## src/rtl/msi_pkg.sv

```systemverilog
package msi_pkg;
  localparam int HART_W  = 14;
  localparam int GUEST_W = 6;
  localparam int EIID_W  = 11;
  localparam int HART_LSB  = 18;
  localparam int GUEST_LSB = 12;

  typedef enum logic [2:0] {
    RK_M_LO = 3'd0,
    RK_M_HI = 3'd1,
    RK_S_LO = 3'd2,
    RK_S_HI = 3'd3,
    RK_GEN  = 3'd4,
    RK_TGT  = 3'd5
  } reg_kind_e;

  typedef struct packed {
    logic [HART_W-1:0]  hart;
    logic [GUEST_W-1:0] guest;
    logic [EIID_W-1:0]  eiid;
  } tgt_t;

  typedef struct packed {
    logic [4:0]  gshift;
    logic [2:0]  lshift;
    logic [2:0]  gwidth;
    logic [3:0]  lwidth;
    logic [11:0] base_hi;
  } addr_fmt_t;
endpackage

```

## src/rtl/msi_cfg_regs.sv

```systemverilog
module msi_cfg_regs
  import msi_pkg::*;
#(
  parameter int NSRC = 8,
  parameter int SRCW = 3
) (
  input  logic                 clk,
  input  logic                 rst_n,
  input  logic                 we_i,
  input  logic [2:0]           kind_i,
  input  logic [SRCW-1:0]      idx_i,
  input  logic [31:0]          wdata_i,
  output logic [31:0]          m_lo_o,
  output addr_fmt_t            m_fmt_o,
  output logic [31:0]          s_lo_o,
  output addr_fmt_t            s_fmt_o,
  output tgt_t [NSRC-1:0]      tgt_o
);
  logic [31:0]     m_lo_q, m_lo_d, s_lo_q, s_lo_d;
  addr_fmt_t       m_fmt_q, m_fmt_d, s_fmt_q, s_fmt_d;
  logic            lock_q, lock_d;
  tgt_t [NSRC-1:0] tgt_q, tgt_d;
  addr_fmt_t       wfmt;
  tgt_t            wtgt;

  always_comb begin
    wfmt = '{gshift: wdata_i[28:24], lshift: wdata_i[22:20],
             gwidth: wdata_i[18:16], lwidth: wdata_i[15:12],
             base_hi: wdata_i[11:0]};
    wtgt = '{hart: wdata_i[HART_LSB +: HART_W],
             guest: wdata_i[GUEST_LSB +: GUEST_W],
             eiid: wdata_i[EIID_W-1:0]};
  end

  always_comb begin
    m_lo_d  = m_lo_q;
    m_fmt_d = m_fmt_q;
    s_lo_d  = s_lo_q;
    s_fmt_d = s_fmt_q;
    lock_d  = lock_q;
    tgt_d   = tgt_q;
    case (kind_i)
      RK_M_LO: if (!lock_q) m_lo_d = wdata_i;
      RK_M_HI: if (!lock_q) begin
        m_fmt_d = wfmt;
        lock_d  = wdata_i[31];
      end
      RK_S_LO: if (!lock_q) s_lo_d = wdata_i;
      RK_S_HI: if (!lock_q) s_fmt_d = wfmt;
      RK_TGT:  if (int'(idx_i) < NSRC) tgt_d[idx_i] = wtgt;
      default: ;
    endcase
  end

  always_ff @(posedge clk or negedge rst_n) begin
    if (!rst_n) begin
      m_lo_q  <= '0;
      m_fmt_q <= '0;
      s_lo_q  <= '0;
      s_fmt_q <= '0;
      lock_q  <= 1'b0;
      tgt_q   <= '0;
    end else if (we_i) begin
      m_lo_q  <= m_lo_d;
      m_fmt_q <= m_fmt_d;
      s_lo_q  <= s_lo_d;
      s_fmt_q <= s_fmt_d;
      lock_q  <= lock_d;
      tgt_q   <= tgt_d;
    end
  end

  assign m_lo_o  = m_lo_q;
  assign m_fmt_o = m_fmt_q;
  assign s_lo_o  = s_lo_q;
  assign s_fmt_o = s_fmt_q;
  assign tgt_o   = tgt_q;
endmodule

```

## src/rtl/msi_addr_calc.sv

```systemverilog
module msi_addr_calc
  import msi_pkg::*;
(
  input  logic [31:0]        lo_i,
  input  addr_fmt_t          fmt_i,
  input  logic [HART_W-1:0]  hart_i,
  input  logic [GUEST_W-1:0] guest_i,
  output logic [63:0]        addr_o
);
  logic [63:0] hart_w, grp, mbr, ppn;
  logic [6:0]  gsh;

  always_comb begin
    hart_w = {{(64-HART_W){1'b0}}, hart_i};
    grp    = hart_w >> fmt_i.lwidth;
    mbr    = hart_w & ((64'd1 << fmt_i.lwidth) - 64'd1);
    gsh    = {2'b00, fmt_i.gshift} + 7'd12;
    ppn    = {20'd0, fmt_i.base_hi, lo_i};
    ppn    = ppn | ((grp & ((64'd1 << fmt_i.gwidth) - 64'd1)) << gsh);
    ppn    = ppn | (mbr << fmt_i.lshift);
    ppn    = ppn | ({{(64-GUEST_W){1'b0}}, guest_i} &
                    ((64'd1 << fmt_i.lshift) - 64'd1));
    addr_o = ppn << 12;
  end
endmodule

```

## src/rtl/msi_src_pick.sv

```systemverilog
module msi_src_pick #(
  parameter int NSRC = 8,
  parameter int SRCW = 3
) (
  input  logic            clk,
  input  logic            rst_n,
  input  logic [NSRC-1:0] set_i,
  input  logic [NSRC-1:0] en_i,
  input  logic            ie_i,
  input  logic            take_i,
  output logic [NSRC-1:0] pend_o,
  output logic            any_o,
  output logic [SRCW-1:0] idx_o
);
  logic [NSRC-1:0] pend_q, pend_d, elig, clr;

  for (genvar g = 0; g < NSRC; g++) begin : g_elig
    assign elig[g] = pend_q[g] & en_i[g] & ie_i;
  end

  always_comb begin
    any_o = 1'b0;
    idx_o = '0;
    for (int i = 0; i < NSRC; i++) begin
      if (elig[i] && !any_o) begin
        any_o = 1'b1;
        idx_o = SRCW'(i);
      end
    end
  end

  always_comb begin
    clr = '0;
    if (take_i) clr[idx_o] = 1'b1;
    pend_d = (pend_q & ~clr) | set_i;
  end

  always_ff @(posedge clk or negedge rst_n) begin
    if (!rst_n) pend_q <= '0;
    else        pend_q <= pend_d;
  end

  assign pend_o = pend_q;
endmodule

```

## src/rtl/msi_msg_composer.sv

```systemverilog
module msi_msg_composer
  import msi_pkg::*;
#(
  parameter int NSRC = 8,
  localparam int SRCW = (NSRC > 1) ? $clog2(NSRC) : 1
) (
  input  logic            clk,
  input  logic            rst_n,
  input  logic            mlevel_i,
  input  logic            dom_ie_i,
  input  logic            reg_we_i,
  input  logic [2:0]      reg_kind_i,
  input  logic [SRCW-1:0] reg_idx_i,
  input  logic [31:0]     reg_wdata_i,
  input  logic [NSRC-1:0] src_set_i,
  input  logic [NSRC-1:0] src_en_i,
  output logic [NSRC-1:0] src_pend_o,
  output logic            msg_valid_o,
  input  logic            msg_ready_i,
  output logic [63:0]     msg_addr_o,
  output logic [31:0]     msg_data_o
);
  logic [31:0]        m_lo, s_lo, sel_lo;
  addr_fmt_t          m_fmt, s_fmt, sel_fmt;
  tgt_t [NSRC-1:0]    tgt;
  logic               src_any, src_fire, gen_take, load_en;
  logic [SRCW-1:0]    pick_idx;
  logic               gen_pend_q, gen_pend_d;
  logic [HART_W-1:0]  gen_hart_q, gen_hart_d;
  logic [EIID_W-1:0]  gen_eiid_q, gen_eiid_d;
  logic [HART_W-1:0]  c_hart;
  logic [GUEST_W-1:0] c_guest;
  logic [EIID_W-1:0]  c_eiid;
  logic [63:0]        c_addr;
  logic               valid_q, valid_d;
  logic [63:0]        addr_q;
  logic [EIID_W-1:0]  eiid_q;

  msi_cfg_regs #(.NSRC(NSRC), .SRCW(SRCW)) cfg_i (
    .clk(clk), .rst_n(rst_n), .we_i(reg_we_i), .kind_i(reg_kind_i),
    .idx_i(reg_idx_i), .wdata_i(reg_wdata_i),
    .m_lo_o(m_lo), .m_fmt_o(m_fmt), .s_lo_o(s_lo), .s_fmt_o(s_fmt),
    .tgt_o(tgt)
  );

  msi_src_pick #(.NSRC(NSRC), .SRCW(SRCW)) pick_i (
    .clk(clk), .rst_n(rst_n), .set_i(src_set_i), .en_i(src_en_i),
    .ie_i(dom_ie_i), .take_i(src_fire), .pend_o(src_pend_o),
    .any_o(src_any), .idx_o(pick_idx)
  );

  // selection: a waiting generate request wins over sources
  assign gen_take = !valid_q && gen_pend_q;
  assign src_fire = !valid_q && !gen_pend_q && src_any;
  assign load_en  = gen_take || src_fire;

  always_comb begin
    gen_pend_d = gen_pend_q && !gen_take;
    gen_hart_d = gen_hart_q;
    gen_eiid_d = gen_eiid_q;
    if (reg_we_i && reg_kind_i == RK_GEN) begin
      gen_pend_d = 1'b1;
      gen_hart_d = reg_wdata_i[HART_LSB +: HART_W];
      gen_eiid_d = reg_wdata_i[EIID_W-1:0];
    end
  end

  always_comb begin
    if (gen_pend_q) begin
      c_hart  = gen_hart_q;
      c_guest = '0;
      c_eiid  = gen_eiid_q;
    end else begin
      c_hart  = tgt[pick_idx].hart;
      c_guest = mlevel_i ? '0 : tgt[pick_idx].guest;
      c_eiid  = tgt[pick_idx].eiid;
    end
    sel_lo  = mlevel_i ? m_lo  : s_lo;
    sel_fmt = mlevel_i ? m_fmt : s_fmt;
  end

  msi_addr_calc calc_i (
    .lo_i(sel_lo), .fmt_i(sel_fmt), .hart_i(c_hart), .guest_i(c_guest),
    .addr_o(c_addr)
  );

  always_comb begin
    valid_d = valid_q;
    if (valid_q && msg_ready_i) valid_d = 1'b0;
    if (load_en)                valid_d = 1'b1;
  end

  always_ff @(posedge clk or negedge rst_n) begin
    if (!rst_n) begin
      gen_pend_q <= 1'b0;
      gen_hart_q <= '0;
      gen_eiid_q <= '0;
      valid_q    <= 1'b0;
      addr_q     <= '0;
      eiid_q     <= '0;
    end else begin
      gen_pend_q <= gen_pend_d;
      gen_hart_q <= gen_hart_d;
      gen_eiid_q <= gen_eiid_d;
      valid_q    <= valid_d;
      if (load_en) begin
        addr_q <= c_addr;
        eiid_q <= c_eiid;
      end
    end
  end

  assign msg_valid_o = valid_q;
  assign msg_addr_o  = addr_q;
  assign msg_data_o  = {{(32-EIID_W){1'b0}}, eiid_q};
endmodule

```

## config.mk

```make
export PLATFORM = sky130hd
export DESIGN_NAME = msi_msg_composer
export DESIGN_NICKNAME = d
export VERILOG_FILES = /design/src/rtl/msi_pkg.sv /design/src/rtl/msi_cfg_regs.sv /design/src/rtl/msi_addr_calc.sv /design/src/rtl/msi_src_pick.sv /design/src/rtl/msi_msg_composer.sv
export SDC_FILE = /design/constraint.sdc
export NUM_CORES = 1
export LEC_CHECK = 0
export BUFFER_PORTS_ARGS = -buffer_cell sky130_fd_sc_hd__buf_2
export CORE_UTILIZATION = 62
export CTS_CLUSTER_SIZE = 28
export DETAILED_ROUTE_END_ITERATION = 12
export PLACE_DENSITY = 0.93
export SLEW_MARGIN = 15
export SYNTH_ARGS = -nofsm -noshare
export SYNTH_HDL_FRONTEND = slang
export SYNTH_SLANG_ARGS = --single-unit
```

## constraint.sdc

```tcl
create_clock -name clk -period 11.36 [get_ports clk]
set_input_delay 0.568 -clock clk [delete_from_list [all_inputs] [get_ports clk]]
set_output_delay 0.568 -clock clk [all_outputs]
set_load 0.02 [all_outputs]
```

# == Yosys cells after proc, flatten, opt, wreduce, memory -nomap -nowiden ==
# Cells that the tools add are included.
# totals
reg_bits,465
inputBits,60
# classes
add_sub_neg,4
order_cmp,4
n_eq_ne,5
n_shift,6
n_mux,33
bitwise,26
n_reduce_logical,34
# ops
op,n
$bwmux 248,1
$sub 64x1->64 const B,2
$or 52x52->52,2
$bmux 31 s3,1
$demux 31 s3,1
$and 14x64->64,1
$and 64x64->64,1
$shl 1x3->64 const A,1
$shl 1x4->64 const A,1
$shl 64x3->52,1
$shl 64x7->52,1
$shr 14x4->64,1
$mux 31,2
$and 6x52->52,1
$or 44x52->52,1
$shl 1x3->52 const A,1
$sub 52x1->52 const B,1
$mux 32,1
$mux 27,1
$mux 3,6
$and 1x1->1,16
$logic_and 1x1->1,15
$mux 1,14
$mux 14,1
20 further kinds,38

# == Longest topological paths before layout ==
# depth
word_depth,33
mapped_depth,17
depth_no_buf,16

# == Cells and area by module ==
# From an unflattened synthesis, not the netlist that was laid out.
# unflattened
cells_unflattened,2108
hier_area_um2,24886.4
# by_module_without_submodules
mod,instances,cells_per_inst,area_each_um2,seq_area_each_um2
msi_cfg_regs,1,823,13930.9,9183.8
msi_msg_composer,1,701,6956.7,2552.4
msi_addr_calc,1,526,3443.3,0.0
msi_src_pick,1,58,555.5,200.2

# == Least setup slack after synthesis ==
# No wires, ideal clock.
# synth_timing
path_type,input port to flip-flop
startpoint,input port dom_ie_i
endpoint,"register addr_q[25], in the netlist msg_addr_o[25]"
setup_ns,0.092
arrival_time_ns,3.822
setup_slack_ns,7.446
path_stages,15
path_buffers,3
cell_sequence,buf_4 -> inv_2 -> a311o_1 -> or2_1 -> buf_6 -> nand2_8 -> mux2_4 -> o41ai_4 -> o22ai_1 -> or4b_1 -> buf_6 -> mux2i_4 -> and2_1 -> mux2i_2 -> o31ai_2
# synth_between
elab_chain_cells,32
word_cells_on_any_way,50
classes_between,shift (3); mux (18); bitwise (13); reduce/logical (16)
# synth_rtl
element,line_no,rtl
start: declaration,msi_msg_composer.sv:10,"input logic dom_ie_i,"
$and 1x1->1,msi_src_pick.sv:18,assign elig[g] = pend_q[g] & en_i[g] & ie_i;
$mux 1,msi_src_pick.sv:25,if (elig[i] && !any_o) begin
$logic_not 1->1,msi_src_pick.sv:25,
$logic_and 1x1->1,msi_src_pick.sv:25,
$mux 1,msi_src_pick.sv:25,
$logic_not 1->1,msi_src_pick.sv:25,
$logic_and 1x1->1,msi_src_pick.sv:25,
$mux 1,msi_src_pick.sv:25,
[... 16 more ...],--,
$mux 31,--,
$mux 14,msi_msg_composer.sv:69,if (gen_pend_q) begin
$shr 14x4->64,msi_addr_calc.sv:15,grp = hart_w >> fmt_i.lwidth;
$and 64x64->64,msi_addr_calc.sv:19,ppn = ppn | ((grp & ((64'd1 << fmt_i.gwidth) - 64'd1)) << gsh);
$shl 64x7->52,msi_addr_calc.sv:19,
$or 44x52->52,msi_addr_calc.sv:19,
$or 52x52->52,msi_addr_calc.sv:20,ppn = ppn | (mbr << fmt_i.lshift);
$or 52x52->52,msi_addr_calc.sv:21,"ppn = ppn | ({{(64-GUEST_W){1'b0}}, guest_i} &"
end signal: assignment,msi_msg_composer.sv:107,addr_q <= c_addr;
end: declaration,msi_msg_composer.sv:36,logic [63:0] addr_q;
# Parallel ways exist; a longest one is shown, timed or not. The select of a mux whose other input is x is not followed.
# A chain may end at the register's enable or synchronous reset.

# == Final worst setup path ==
# layout_timing
startpoint,"register pick_i.pend_q[2], in the netlist pick_i.pend_o[2]"
endpoint,"register addr_q[43], in the netlist msg_addr_o[43]"
# layout_between
elab_chain_cells,28
word_cells_on_any_way,38
classes_between,shift (3); mux (15); bitwise (7); reduce/logical (13)
# layout_rtl
element,line_no,rtl
start: declaration,msi_src_pick.sv:15,"logic [NSRC-1:0] pend_q, pend_d, elig, clr;"
start signal: assignment,msi_src_pick.sv:40,else pend_q <= pend_d;
$and 1x1->1 (*) (2 in a row),msi_src_pick.sv:18,
$logic_and 1x1->1 (*),msi_src_pick.sv:25,
$mux 1,msi_src_pick.sv:25,
$logic_not 1->1,msi_src_pick.sv:25,
$logic_and 1x1->1,msi_src_pick.sv:25,
$mux 1,msi_src_pick.sv:25,
$logic_not 1->1,msi_src_pick.sv:25,
$logic_and 1x1->1,msi_src_pick.sv:25,
[... 11 more ...],--,
$mux 31,--,
$mux 14,msi_msg_composer.sv:69,
$shr 14x4->64,msi_addr_calc.sv:15,
$and 64x64->64,msi_addr_calc.sv:19,
$shl 64x7->52,msi_addr_calc.sv:19,
$or 44x52->52,msi_addr_calc.sv:19,
$or 52x52->52,msi_addr_calc.sv:20,
$or 52x52->52,msi_addr_calc.sv:21,
# Mark *: on every way between the ends. The rest lies on a longest branch, timed or not. The select of a mux whose other input is x is not followed.

==> impl_metrics.ini <==
[outcome]
status = complete, but fails checks
failed_checks = hold timing

[place]
place_area_sq_um = 24600
place_ws_ns = 5.66
routabilityCongestion = 1.01
io_buffers = 131
dpl.hpwl_mm = 49.5

[logic_synthesis]
synth-edff-count = 0
synth_top_cell_by_area = dfrtp_1
syn_area_per_cell_sq_um = 11.5
synthCells = 2071
synth_area_leaders = dfrtp_1, mux2_2, mux2i_1
synth_top_area_share_pct = 49.0
yosysSeqAreaShare_pct = 49.0
ys.flop_type = dfrtp_1
ys_ff_latch = 465
synth.distinct_cells = 109
syn_area_sq_um = 23700
yosysWarnings = 0
async_reset_ff_share_pct = 100

[cells_and_area]
area_growth_pct = 10.9
finalInstanceArea_sq_um = 26300
fillers = 2517
layout.nets = 2196
drive_gt1_share_pct = 34.3

[pwr]
power_frac_clock_pct = 27.5
swShare_pct = 39.0
p_leak_nw = 11.7
power.internal_mw = 3.84
vdd_drop_max_mv = 0.151
power_density_nw_per_um2 = 239
power_frac_comb_pct = 35.6
switchingPower_mw = 2.45
pwr-share-seq_pct = 36.8
p_total_mw = 6.30

[worst_setup_path]
critPathMaxStageDelay_ns = 0.95
crit_chain = a22o_1, o21ai_2, and4_1, nor2_4, a211oi_1, nor2_1, a221oi_1, a22oi_1, nand2_2, o22ai_2, o31ai_2, o32ai_1, a221o_1
arrival_ns = 6.25
path_max_fanout = 19
critPathKind = flop to flop
cp-end-kind = flop
rr_worst_depth = 13
start_kind = flop
crit_required_ns = 11.85
worst-r2r-setup-slack_ns = 5.60
critPathTopFamily = compound AO/OA/AOI/OAI gates
r2r_end = msg_addr_o[43]
r2r_start = pick_i.pend_o[2]
slowest_stage = and4_1
worst-path-buf-inv = 0

[global_routing]
antenna_found_initial = 7
first_global_vias = 19100
grt_pass1_wl_mm = 117
grt_usage_pct = 40.1
grt-ovfl-total = 0
grt_max_degree = 120

[route]
wl_met3_mm = 8.21
routed_wirelength_mm = 77.1
drt_iter0_drc = 2144
drt-pass1-iter-count = 7
routed_via_density = 7.07
drc = 0
wl_per_cell_um = 28.7
antenna_left = 0
num_vias = 19000
dr_wl_met2_mm = 36.0
maxUsedRoutingLayer = met5
m1WireLength_mm = 28.8

[clock_tree]
clkLatencyLatePin_ns = 0.62
post-cts-setup-buffer-count = 0
numCtsBuffers = 46
ctsResizeCount = 0
clkTransAtPathRegs_ns = 0.06
hold_buffers = 0
cts-root-buf = clkbuf_16
cts_buffer_depth = 3
htree_levels = 2
cts_sinks = 465
cts_tree = yes

[sta]
period_needed_ns = 5.76
rsz0062_at_grt = false
setup_viol = 0
hold_viol = 14
finalMaxSlewViolations = 0
fin_ws_ns = 5.60
finalClockSkew_ns = 0.0207
hold_slack_ns = -0.0129
period_share_pct = 50.7
tightest_slew_ns = 1.15
fmax_mhz = 174
tns_ns = 0
slew_headroom_pct = 23.0

[floorplanning]
start_util_pct = 63.0
pin_count = 165
core_sq_um = 37700
fp.dieH_um = 198
die-area_sq_um = 39100
die_w_um = 198
rows = 71

[worst_hold_path]
min-delay-path-class = input pin to asynchronous set/reset pin

[run]
max-cap-violations = 0
[registers in the layout, indices dropped and copies added, names as in the netlist]
register and flops:
cfg_i.m_lo_o 32, gen_hart_q 14, cfg_i.lock_q 1, cfg_i.s_lo_o 32, cfg_i.s_fmt_o 27, cfg_i.m_fmt_o 27
gen_pend_q 1, msg_addr_o 52, msg_valid_o 1, pick_i.pend_o 8, cfg_i.tgt_o 248, gen_eiid_q 11
eiid_q 11
[cell usage after synthesis (all sizes together) (6+ instances only)]
cell type  count
dfrtp        465
nor2         111
nor4          20
a31oi         19
o22ai         37
o211ai        19
a311oi        13
o221ai        18
o32ai          7
inv            8
nand4         12
and2          10
a211oi        23
a31o           6
mux2         417
nand2        171
a21oi         68
o31ai         11
o21a           7
nor2b          6
a221o          6
buf           78
nor3          35
nand2b         6
a221oi        10
a21o          11
o311ai         6
and3          25
o22a           9
o21ai         81
a222oi        23
nand3         53
clkbuf       112
a2111oi        9
mux2i         67
a22o           9
a22oi         11
[through the flow]
stage | utilization, % | std cells
final | 69.8 | 2683
after global routing | 69.8 | 2682
after CTS | 69.8 | 2680
after detailed placement | 65.3 | 2595
after global placement | 65.3 | 2595
after floorplan | - | 2103
[routing by layer]
layer | vias to the layer above | GRT usage (%)
li1 | 7814 | -
met1 | 9492 | 52.0
met2 | 1342 | 63.8
met3 | 317 | 9.12
met4 | 6 | 19.8
met5 | - | 0
[layout by cell type, fill, tap and decap left out, types with 9 or more instances in the layout]
master and instances:
a21o_1 11, nand3_1 51, mux2i_1 64, and2_1 10, clkinv_2 11, conb_1 33, a22oi_1 10, o211ai_1 17
nor3_1 33, mux2_2 416, buf_4 41, a211oi_1 18, and3_1 25, nand2_1 168, o221ai_1 16, nor2_1 104
clkbuf_16 46, a311oi_1 13, buf_2 129, o22ai_1 34, dfrtp_1 464, o22a_1 9, o21ai_0 63, nand4_1 11
bufinv_16 10, a31oi_1 17, o21ai_1 14, a21oi_1 65, a222oi_1 23, nor4_1 13
[worst max path at each step]
stage | from | to | slack (ns) | depth (start not counted)
2_1_floorplan | dom_ie_i | msg_addr_o[25] | 7.45 | 15
3_3_place_gp | src_en_i[2] | msg_addr_o[45] | 5.55 | 14
3_5_place_dp | src_en_i[2] | msg_addr_o[43] | 5.66 | 14
4_1_cts | pick_i.pend_o[2] | msg_addr_o[43] | 5.88 | 13
5_1_grt | pick_i.pend_o[2] | msg_addr_o[45] | 5.50 | 13
6_report | pick_i.pend_o[2] | msg_addr_o[43] | 5.60 | 13
[cell families after synthesis]
kind of cell,Yosys count,share of synthesized area [%]
DFF,465,49.0
buffers and inverters,200,4.06
and+or+nand+nor,472,9.69
other,1,0.0158
xor gates and xnor gates,5,0.185
muxes,484,22.7
adders and majority gates,4,0.211
AOI/OAI and AO/OA,440,14.1
[power groups by stage]
stage	logic, mW	clock network (mW)	registers [mW]
CTS	2.19	1.73	2.31
floorplan	1.36	0	2.37
global route	2.37	1.80	2.35
finish	2.24	1.73	2.32
global placement	2.12	0	2.29
detailed placement	2.16	0	2.33
[layout make-up]
| class | count | area, sq um | area share [%] |
|---|---|---|---|
| diodes | 3 | 7.51 | 0.0285 |
| clock buffers | 56 | 1250 | 4.75 |
| clock inverters | 29 | 442 | 1.68 |
| inverters | 10 | 37.5 | 0.143 |
| multi-input cells | 1438 | 11300 | 43.1 |
| flip-flops and latches | 465 | 11600 | 44.2 |
| well taps | 511 | 639 | 2.43 |
| repair buffers | 171 | 968 | 3.68 |
No activity file was read; power rests on OpenSTA's default activity.
